**src/rtl/fx_seq_pkg.sv**
```systemverilog
package fx_seq_pkg;
    localparam int PHASE_W = 2;

    typedef enum logic [PHASE_W-1:0] {
        PH_FETCH = 2'd0,
        PH_EXEC1 = 2'd1,
        PH_EXEC2 = 2'd2
    } phase_e;
endpackage

```
**src/rtl/fx_phase_fsm.sv**
```systemverilog
module fx_phase_fsm
    import fx_seq_pkg::*;
(
    input  logic   clk,
    input  logic   rst,
    input  logic   stall,
    output phase_e phase_q
);
    phase_e phase_d;

    // Next-phase selection; stall freezes the sequence in place.
    always_comb begin
        phase_d = phase_q;
        if (!stall) begin
            unique case (phase_q)
                PH_FETCH: phase_d = PH_EXEC1;
                PH_EXEC1: phase_d = PH_EXEC2;
                PH_EXEC2: phase_d = PH_FETCH;
                default:  phase_d = PH_FETCH;
            endcase
        end
    end

    always_ff @(posedge clk) begin
        if (rst) begin
            phase_q <= PH_FETCH;
        end else begin
            phase_q <= phase_d;
        end
    end
endmodule

```
**src/rtl/fx_enable_decode.sv**
```systemverilog
module fx_enable_decode
    import fx_seq_pkg::*;
(
    input  logic   rst,
    input  logic   stall,
    input  phase_e phase,
    output logic   fetch_en,
    output logic   exec_en,
    output logic   mem_en,
    output logic   done
);
    logic active;

    assign active = !rst && !stall;

    // One process for all outputs; only capture slots raise enables.
    always_comb begin
        fetch_en = 1'b0;
        exec_en  = 1'b0;
        unique case (phase)
            PH_FETCH: fetch_en = active;
            PH_EXEC1: ;
            PH_EXEC2: exec_en  = active;
            default:  ;
        endcase
        mem_en = fetch_en | exec_en;
        done   = exec_en;
    end
endmodule

```
**src/rtl/fx_enable_seq.sv**
```systemverilog
module fx_enable_seq
    import fx_seq_pkg::*;
(
    input  logic               clk,
    input  logic               rst,
    input  logic               stall,
    output logic               fetch_en_o,
    output logic               exec_en_o,
    output logic               mem_en_o,
    output logic [PHASE_W-1:0] phase_o,
    output logic               instr_done_o
);
    phase_e phase_q;

    fx_phase_fsm u_fsm (
        .clk     (clk),
        .rst     (rst),
        .stall   (stall),
        .phase_q (phase_q)
    );

    fx_enable_decode u_dec (
        .rst      (rst),
        .stall    (stall),
        .phase    (phase_q),
        .fetch_en (fetch_en_o),
        .exec_en  (exec_en_o),
        .mem_en   (mem_en_o),
        .done     (instr_done_o)
    );

    assign phase_o = phase_q;
endmodule

```
**config.mk**
```make
export PLATFORM = sky130hd
export DESIGN_NAME = fx_enable_seq
export DESIGN_NICKNAME = d
export VERILOG_FILES = /design/src/rtl/fx_seq_pkg.sv /design/src/rtl/fx_phase_fsm.sv /design/src/rtl/fx_enable_decode.sv /design/src/rtl/fx_enable_seq.sv
export SDC_FILE = /design/constraint.sdc
export NUM_CORES = 1
export LEC_CHECK = 0
export BUFFER_PORTS_ARGS = -buffer_cell sky130_fd_sc_hd__buf_2
export CELL_PAD_IN_SITES_DETAIL_PLACEMENT = 0
export CELL_PAD_IN_SITES_GLOBAL_PLACEMENT = 1
export CORE_AREA = 2 2 39 41
export CTS_BUF_LIST = sky130_fd_sc_hd__clkbuf_4 sky130_fd_sc_hd__clkbuf_8
export DETAILED_ROUTE_END_ITERATION = 8
export DIE_AREA = 0 0 41 43
export PLACE_DENSITY = 0.3
export SKIP_LAST_GASP = 1
export SLEW_MARGIN = 20
export SYNTH_ARGS = -nofsm -noshare
export SYNTH_HDL_FRONTEND = slang
export SYNTH_SLANG_ARGS = --single-unit
```
**constraint.sdc**
```tcl
create_clock -name clk -period 1.17 [get_ports clk]
set_input_delay 0.1755 -clock clk [delete_from_list [all_inputs] [get_ports clk]]
set_output_delay 0.1755 -clock clk [all_outputs]
set_load 0.01 [all_outputs]
```
### Yosys cells after proc, flatten, opt, wreduce, memory -nomap -nowiden

Index checks and enable logic that the tools add are counted.
Widths: inputs -> output; s select.

* input bits: 3
* bits in registers: 2
* word-level logic and storage cells: 11

* eq/ne operators: 2
* mux-type cells: 3
* reduce and logical (&&, ||, !) cells: 4
* bitwise logic cells: 1

Operator list (count)
* $pmux 2 s2: 1
* $eq 2x1->1 const B: 1
* $eq 2x2->1 const B: 1
* $logic_not 1->1: 2
* $logic_not 2->1: 1
* $mux 1: 2
* $logic_and 1x1->1: 1
* $or 1x1->1: 1

### Depth between registers and ports, before layout

Gate-level depths: netlist of run 1.

* depth in word-level cells: 4
* depth in mapped cells: 3

### By module

From an unflattened synthesis of run 1, not the netlist that was laid out.

* cell total of the unflattened synthesis: 12
* area total of the unflattened synthesis: 112.6 sq um

Modules (own cells, without submodules)
* fx_phase_fsm: times used 1, seq. area each 40.0 sq um, area each 72.6 sq um, cells an instance 8
* fx_enable_decode: times used 1, seq. area each 0.0 sq um, area each 40.0 sq um, cells an instance 4

### Worst setup path before layout of run 1

No wires, ideal clock.

* kind: register -> output
* start point: register u_fsm.phase_q[0]
* end point: output instr_done_o
* slack: -0.081 ns
* cell stages (with the launch flop): 4
* data arrival time: 1.076 ns
* path buffers: 1
* cells stage by stage: dfxtp_1 nor3_1 and2_1 buf_4

* word-level cells in the longest chain between the ends: 2

RTL lines
* start, declared: RTL line fx_phase_fsm.sv:7 `output phase_e phase_q`
* start signal, assigned: RTL line fx_phase_fsm.sv:28 `phase_q <= phase_d;`
* $eq 2x2->1: RTL line fx_enable_decode.sv:20 `unique case (phase)`
* $mux 1: RTL line fx_enable_decode.sv:20
* end, declared: RTL line fx_enable_seq.sv:11 `output logic instr_done_o`

Every way passes these cells.

### Final worst setup path of run 1

* start point: register u_fsm.phase_q[0]
* end point: output fetch_en_o

* word-level cells in the longest chain between the ends: 2

RTL lines
* $logic_not 2->1: RTL line fx_enable_decode.sv:20
* $mux 1: RTL line fx_enable_decode.sv:20
* end, declared: RTL line fx_enable_seq.sv:7 `output logic fetch_en_o,`

Every way passes these cells.

==> results_dict.tcl, run 1 <==
set metrics [dict create \
    end_kind "output port" \
    die_width_um 41 \
    rr_startpoint "u_fsm.phase_q[0]" \
    placed_area_um2 151.4 \
    synth_cell_types 9 \
    grt_usage_pct 2.806 \
    synth_nets 14 \
    synthXorXnorAreaFrac_pct 0 \
    synthCells 11 \
    p_total_uw 267.5 \
    ir_drop_uv 286.3 \
    pwr-share-seq_pct 30.0 \
    combPwrFrac_pct 15.1 \
    dieArea_um2 1763 \
    routed.top_layer "met3" \
    grt_start_max_net_pins 6 \
    yosys.area.top_type "dfxtp_1" \
    fin_crit_sh_pct 99.38 \
    synth_fa_ha_area_share_pct 0 \
    crit_path_start "u_fsm.phase_q[0]" \
    hold_path_class "input pin to register" \
    ys_seq_elements 2 \
    final_util_pct 13.65 \
    finalHoldViolCount 0 \
    grt_overflow 0 \
    p_sw_share_pct 22.34 \
    cts.sinks 2 \
    synthFlopType "dfxtp_1" \
    num_io_pins 9 \
    worstSetupStartpointType "register" \
    final_max_slew_viol_count 0 \
    portBuffers 8 \
    top_regs "u_fsm.phase_q (2)" \
    p_leak_uw 0.00008920 \
    synth.mux.area_fraction_pct 0 \
    grt_pass1_wl_um 317 \
    largest_register "u_fsm.phase_q" \
    powerDensity_nw_per_um2 1416 \
    fin_area_um2 188.9 \
    netlist.area_leader.share_pct 42.67 \
    cts_tree "done" \
    dr_wl_met3_um 42 \
    synth_edf_count 0 \
    drive_gt1_share_pct 68.18 \
    yosysSeqAreaShare_pct 42.67 \
    largest_reg_flops 2 \
    ys_async_sr_fraction_pct 0 \
    syn2layout_area_growth_pct 101.3 \
    p_switching_uw 59.76 \
    first_pass_iters 2 \
    coreArea_um2 1384 \
    synth.area.top_cells "dfxtp_1, or3b_1, buf_4" \
    cts_hold_buf 0 \
    routabilityCongestion 0.5443 \
    clockBufferDepth 2 \
    met1Wirelength_um 103 \
    crit_required_ns 0.99 \
    max_freq_ghz 0.8600 \
    antenna_cells 0 \
    rsz0062_at_grt "yes" \
    synth_compound_area_share_pct 13.33 \
    fp.dieH_um 43 \
    synthSimpleGateAreaFrac_pct 36.00 \
    synth_top_family_by_area "simple AND/OR/NAND/NOR gates" \
    fin_hold_ws_ns 0.1892 \
    htreeDepth 1 \
    yosys_warnings 0 \
    setup-violations-final 0 \
    status "completed" \
    p_int_uw 207.7 \
    antenna_found_initial 0 \
    clock_latency_ns 0.22 \
    crit_type "register to output port" \
    ant_nets 0 \
    wirelength_um 266 \
    nets 27 \
    start_util_pct 6.781 \
    grt_pass1_vias 92 \
    clk_pin_slew_ns 0.03 \
    fin_skew_ns 0.0001059 \
    syn_area_um2 93.84 \
    path_max_fanout 3 \
    syn_avg_cell_area_um2 8.531 \
    num_vias 117 \
    maxSlewHeadroom_pct 82.28 \
    drt-initial-drc-count 1 \
    finalCriticalPeriod_ns 1.163 \
    pwr-share-clk_pct 55.0 \
    cts_buffers 3 \
    synth_common_cells "dfxtp_1, nand2_1" \
    crit_arrival_ns 0.99 \
    vias_per_cell 3.079 \
    clock-root-buffer "clkbuf_4" \
    wire_per_inst_um 7.000 \
    drc_errors 0 \
    rows 14 \
    drv_cap 0 \
    min_from "rst" \
    worst_slew_pin_slew_ns 0.2637 \
    dr_wl_met2_um 119 \
]
## layer usage
metal  GRT usage, %  up-vias
li1               -       60
met1          2.875       50
met2          4.063        7
met3              0        0
met4          4.000        0
met5              0        -
## cells by family (layout without fill, tap and decap cells)
kind of cell,Yosys count,after routing
flip-flops,2,2
AND/OR/NAND/NOR,6,6
buffers and inverters,1,12
AO/OA/AOI/OAI,2,2
## path summary, 6_finish.rpt
check	endpoint	slack, ns	cells past startpoint
setup / recovery	fetch_en_o	0.007	2
setup reg to reg	u_fsm.phase_q[1]	0.16	3
hold / removal	u_fsm.phase_q[1]	0.19	2
hold reg to reg	u_fsm.phase_q[1]	0.50	2
## layout make-up
class / count / area, um^2
Clock buffer: 3 / 22.52
Fill cell: 160 / 1195
Multi-Input combinational cell: 8 / 57.56
Sequential cell: 2 / 41.29
Tap cell: 16 / 20.02
Timing Repair Buffer: 9 / 47.55
## worst max-delay path, cell delays in order, from the launching register on
cell     delay, ns
dfxtp_2       0.32
nor4_2        0.26
buf_2         0.19
## power groups by stage
stage | Combinational [uW] | Clock, uW | Sequential [uW]
after floorplan | 13.6 | 0 | 82.2
after global placement | 33.7 | 0 | 80.9
after detailed placement | 33.6 | 0 | 80.6
after CTS | 41.0 | 157 | 80.1
after global routing | 44.2 | 157 | 80.5
final | 40.4 | 147 | 80.1
## repair_timing
action                                  in CTS  in global routing
endpoints found under the setup margin       3                  3
gates resized for setup                      2                  0
setup buffers                                1                  0
endpoints found under the hold margin        0                  0
pin swaps                                    1                  0
## layout by cell type (no fill, tap or decap), drive strengths merged
cell and n:
buf 9, clkbuf 3, nand2 2, dfxtp 2, nor4 1, nor3 1
and2 1, o21bai 1, or3b 1, a21oi 1
## metrics by stage
| step | cells | setup slack [ns] | TNS (ns) |
|---|---|---|---|
| 2_1_floorplan | 11 | 0.02917 | 0 |
| 3_3_place_gp | 34 | 0.08930 | 0 |
| 3_5_place_dp | 34 | 0.09274 | 0 |
| 4_1_cts | 38 | -0.01266 | -0.02422 |
| 5_1_grt | 38 | -0.03498 | -0.1025 |
| 6_report | 38 | 0.007220 | 0 |
(Power assumes the default switching activity.)
==> inputs of run 2 (changes only) <==
--- a/config.mk
+++ b/config.mk
@@ -5,6 +5,7 @@
 export SDC_FILE = /design/constraint.sdc
 export NUM_CORES = 1
 export LEC_CHECK = 0
+export ABC_AREA = 1
 export BUFFER_PORTS_ARGS = -buffer_cell sky130_fd_sc_hd__buf_2
 export CELL_PAD_IN_SITES_DETAIL_PLACEMENT = 0
 export CELL_PAD_IN_SITES_GLOBAL_PLACEMENT = 1
@@ -12,7 +13,7 @@
 export CTS_BUF_LIST = sky130_fd_sc_hd__clkbuf_4 sky130_fd_sc_hd__clkbuf_8
 export DETAILED_ROUTE_END_ITERATION = 8
 export DIE_AREA = 0 0 41 43
-export PLACE_DENSITY = 0.3
+export PLACE_DENSITY = 0.32
 export SKIP_LAST_GASP = 1
 export SLEW_MARGIN = 20
 export SYNTH_ARGS = -nofsm -noshare
==> results_dict.tcl, run 2 <==
set metrics [dict create \
    status "completed" \
    htreeDepth 1 \
    nets 33 \
    drv_cap 0 \
    synth.area.top_cells "dfxtp_1, nor2_1, nand2_1" \
    drt-initial-drc-count 0 \
    yosys_warnings 0 \
    path_max_fanout 4 \
    syn_area_um2 110.1 \
    final_max_slew_viol_count 0 \
    grt_start_max_net_pins 5 \
    ant_nets 0 \
    hold_path_class "input pin to register" \
    cts_tree "done" \
    cts_buffers 3 \
    wire_per_inst_um 7.205 \
    max_freq_ghz 0.9280 \
    yosys.area.top_type "dfxtp_1" \
    drive_gt1_share_pct 67.86 \
    crit_arrival_ns 0.90 \
    grt_overflow 0 \
    worst_slew_pin_slew_ns 0.1293 \
    ys_seq_elements 2 \
    final_util_pct 14.38 \
    synth_edf_count 0 \
    fillers 173 \
    synthFlopType "dfxtp_1" \
    slowest_delay_ns 0.33 \
    cts.sinks 2 \
    cp_slowest_cell "dfxtp_2" \
    clock-root-buffer "clkbuf_4" \
    fin_crit_sh_pct 92.10 \
    layout.cells.non_filler 44 \
    crit_required_ns 0.99 \
    grt_pass1_vias 148 \
    synth_cell_types 9 \
    die_width_um 41 \
    dpl.hpwl_um 232.3 \
    fin_skew_ns 0.006590 \
    largest_reg_flops 2 \
    synth_common_cells "nor2_1, nand2_1" \
    vias_per_cell 3.295 \
    dpl.cell_count 41 \
    finalHoldViolCount 0 \
    wirelength_um 317 \
    num_io_pins 9 \
    yosysMostFrequentCell "nor2_1" \
    grt_usage_pct 5.411 \
    end_kind "output port" \
    cp_cell_sequence "nor2_2, nand3_1, inv_1, buf_2" \
    drc_errors 0 \
    first_pass_iters 1 \
    syn_avg_cell_area_um2 6.117 \
    netlist.area_leader.share_pct 36.36 \
    syn2layout_area_growth_pct 80.68 \
    setup-violations-final 0 \
    maxSlewHeadroom_pct 91.37 \
    p_leak_uw 0.0001144 \
    routabilityCongestion 0.5892 \
    yosysSeqAreaShare_pct 36.36 \
    rsz0062_at_grt "no" \
    coreArea_um2 1384 \
    start_util_pct 7.957 \
    top_regs "u_fsm.phase_q (2)" \
    ctsResizeCount 0 \
    portBuffers 8 \
    antenna_found_initial 0 \
    ir_drop_uv 488.2 \
    rows 14 \
    synthCells 18 \
    clk_pin_slew_ns 0.03 \
    timing.setup.tns_ns 0 \
    ys_async_sr_fraction_pct 0 \
    worstSetupStartpointType "register" \
    clock_latency_ns 0.23 \
    finalCriticalPeriod_ns 1.078 \
    post_cts_buffers 0 \
    mostFrequentLayoutCell "buf_2" \
    fp.dieH_um 43 \
    cts_hold_buf 0 \
    mostFrequentLayoutCells "buf_2, inv_2, clkbuf_4" \
    antenna_cells 0 \
    num_vias 145 \
    synth_nets 21 \
    dieArea_um2 1763 \
    crit_type "register to output port" \
    clockBufferDepth 2 \
    grt_pass1_wl_um 552 \
    largest_register "u_fsm.phase_q" \
    powerDensity_nw_per_um2 1438 \
]
run 2: stage by stage:
step                hold slack [ns]  area, um^2  power, uW  worst slack (ns)
floorplan                    0.3146       110.1      105.6            0.1411
global placement             0.4561       162.7      125.1            0.2889
detailed placement           0.4515       162.7      124.3            0.2772
CTS                          0.2085       185.2      291.7           0.02059
global route                 0.2283       198.9      319.1          0.002683
finish                       0.2229       198.9      286.1           0.09245
run 2: final cells by class:
class,count,area (um^2),area share [%]
clock buffer,3,22.52,11.32
inverter,4,15.01,7.547
multi-input combinational,11,60.06,30.19
sequential,2,41.29,20.75
tap,16,20.02,10.06
timing repair buffer,8,40.04,20.13
run 2: per-layer routing:
metal	track usage [%]	vias to the layer above	part of all wire [%]
met5	0	-	0
met4	6.000	0	0
met3	5.759	0	14
met2	5.313	7	40
met1	5.431	64	45
li1	-	74	-
run 2: power breakdown:
group	internal, uW	switching (uW)
Combinational	19.4	29.0
Clock	114	42.5
Sequential	75.1	6.50
run 2: logic make-up after synthesis:
| logic type | after synthesis | synth area share (%) |
|---|---|---|
| AO/OA/AOI/OAI | 1 | 4.541 |
| buffers and inverters | 5 | 20.46 |
| flip-flops | 2 | 36.37 |
| AND/OR/NAND/NOR | 10 | 38.64 |
run 2: path summary, 6_finish.rpt:
| check | cells past startpoint | endpoint | start | slack, ns |
|---|---|---|---|---|
| worst max-delay path | 4 | fetch_en_o | u_fsm.phase_q[1] | 0.09 |
| worst min-delay path | 4 | u_fsm.phase_q[1] | rst | 0.22 |
| worst max register to register | 3 | u_fsm.phase_q[1] | u_fsm.phase_q[1] | 0.50 |
| worst min register to register | 2 | u_fsm.phase_q[0] | u_fsm.phase_q[0] | 0.51 |
run 2: critical path, delay by kind of cell (launching register included):
| family | cells | cell delay, ns |
|---|---|---|
| buffers and inverters | 2 | 0.18 |
| DFF | 1 | 0.33 |
| and+or+nand+nor | 2 | 0.17 |
==> inputs of run 3 (changes only) <==
--- a/config.mk
+++ b/config.mk
@@ -14,6 +14,7 @@
 export DETAILED_ROUTE_END_ITERATION = 8
 export DIE_AREA = 0 0 41 43
 export PLACE_DENSITY = 0.32
+export REMOVE_ABC_BUFFERS = 1
 export SKIP_LAST_GASP = 1
 export SLEW_MARGIN = 20
 export SYNTH_ARGS = -nofsm -noshare
==> results_dict.tcl, run 3 (synthesis gave the netlist of run 2 again) <==
set metrics [dict create \
    status "completed" \
    worstSetupStartpointType "register" \
    die_width_um 41 \
    grt_pass1_vias 110 \
    nets 34 \
    syn2layout_area_growth_pct 78.41 \
    path_delay_family "flip-flops" \
    mostFrequentLayoutCells "buf_2, nor2_1, nand2_1, clkbuf_4" \
    fin_crit_sh_pct 92.66 \
    drt-initial-drc-count 0 \
    setup-violations-final 0 \
    mostFrequentLayoutCell "buf_2" \
    dpl.cell_count 41 \
    fp.dieH_um 43 \
    rows 14 \
    powerDensity_nw_per_um2 1416 \
    crit_type "register to output port" \
    grt_start_max_net_pins 5 \
    worst_slew_pin_slew_ns 0.1418 \
    grt_overflow 0 \
    final_max_slew_viol_count 0 \
    finalHoldViolCount 0 \
    grt_pass1_wl_um 441 \
    ant_nets 0 \
    finalCriticalPeriod_ns 1.084 \
    first_pass_iters 1 \
    fin_skew_ns 0.003568 \
    maxSlewHeadroom_pct 90.53 \
    htreeDepth 1 \
    fin_hold_ws_ns 0.2245 \
    clockBufferDepth 2 \
    dpl.hpwl_um 237.1 \
    antenna_found_initial 0 \
    hold_path_class "input pin to register" \
    num_io_pins 9 \
    cts.sinks 2 \
    largest_reg_flops 2 \
    setup_ws_ns 0.08588 \
    dp_slack_ns 0.2737 \
    timing.setup.tns_ns 0 \
    rsz0062_at_grt "no" \
    routabilityCongestion 0.5482 \
    p_leak_uw 0.0001185 \
    portBuffers 8 \
    cts_tree "done" \
    drv_cap 0 \
    crit_arrival_ns 0.91 \
    num_vias 135 \
    wire_per_inst_um 6.667 \
    grt_usage_pct 4.509 \
    ir_drop_uv 214.4 \
    wirelength_um 300 \
    top_regs "u_fsm.phase_q (2)" \
    coreArea_um2 1384 \
    vias_per_cell 3.000 \
    start_util_pct 7.957 \
    cp_cell_sequence "nand2_2, nor2_2, buf_2" \
    drive_gt1_share_pct 58.62 \
    crit_required_ns 0.99 \
    slowest_delay_ns 0.37 \
    end_kind "output port" \
    cts_buffers 3 \
    clock_latency_ns 0.22 \
    path_max_fanout 4 \
    dieArea_um2 1763 \
    layout.cells.non_filler 45 \
    clk_pin_slew_ns 0.03 \
    clock-root-buffer "clkbuf_4" \
    cp_slowest_cell "dfxtp_1" \
    antenna_cells 0 \
    drc_errors 0 \
    final_util_pct 14.20 \
    fillers 173 \
    crit_buf_inv 1 \
    largest_register "u_fsm.phase_q" \
    max_freq_ghz 0.9224 \
]
==> run 3: changes by cell type in the layout (fill, tap and decap cells not counted) <==
cell	change
inv_2	-1
inv_1	+1
nor2_1	+1
nand2_2	-1
nand2_1	+1
buf_4	+1
nor2_4	-1
==> run 3: power by group <==
part | switching, uW | internal, uW
sequential | 5.68 | 75.4
clock | 37.7 | 113
combinational | 25.8 | 20.6
total | 69.1 | 209
==> run 3: final timing paths <==
kind / from / to / slack, ns / cells past startpoint
max: u_fsm.phase_q[1] / instr_done_o / 0.09 / 3
max reg2reg: u_fsm.phase_q[1] / u_fsm.phase_q[0] / 0.40 / 4
min reg2reg: u_fsm.phase_q[0] / u_fsm.phase_q[0] / 0.49 / 2
min: rst / u_fsm.phase_q[0] / 0.22 / 4
==> run 3: layout make-up <==
class                      instances  area [um^2]  share of cell area (%)
inverter                           4        15.01                   7.643
timing repair buffer               9        47.55                   24.20
multi-input combinational         11        50.05                   25.48
sequential                         2        41.29                   21.02
tap                               16        20.02                   10.19
clock buffer                       3        22.52                   11.46
==> run 3: worst register-to-register path: stages, from the launching register on <==
cell and delay [ns]:
dfxtp_1 0.37, nor2_1 0.06, nand3_1 0.08, buf_4 0.11
nand2_1 0.04
==> run 3: metrics by stage <==
step	cell area, um^2	total power [uW]
3_5_place_dp	162.7	124.5
3_3_place_gp	162.7	126.1
6_report	196.4	278.2
2_1_floorplan	102.6	104.8
5_1_grt	196.4	305.9
4_1_cts	185.2	287.7
==> run 3: what timing repair did <==
action	in CTS	in global routing
hold buffers	0	0
gates resized for setup	0	2
setup endpoints to repair	0	3
setup buffers	0	1
==> run 3: metal layers <==
layer	up-vias	wire length, um	global-route usage, %
met2	8	101	3.125
li1	75	-	-
met5	-	0	0
met1	52	149	5.431
met4	0	0	6.000
met3	0	49	4.712
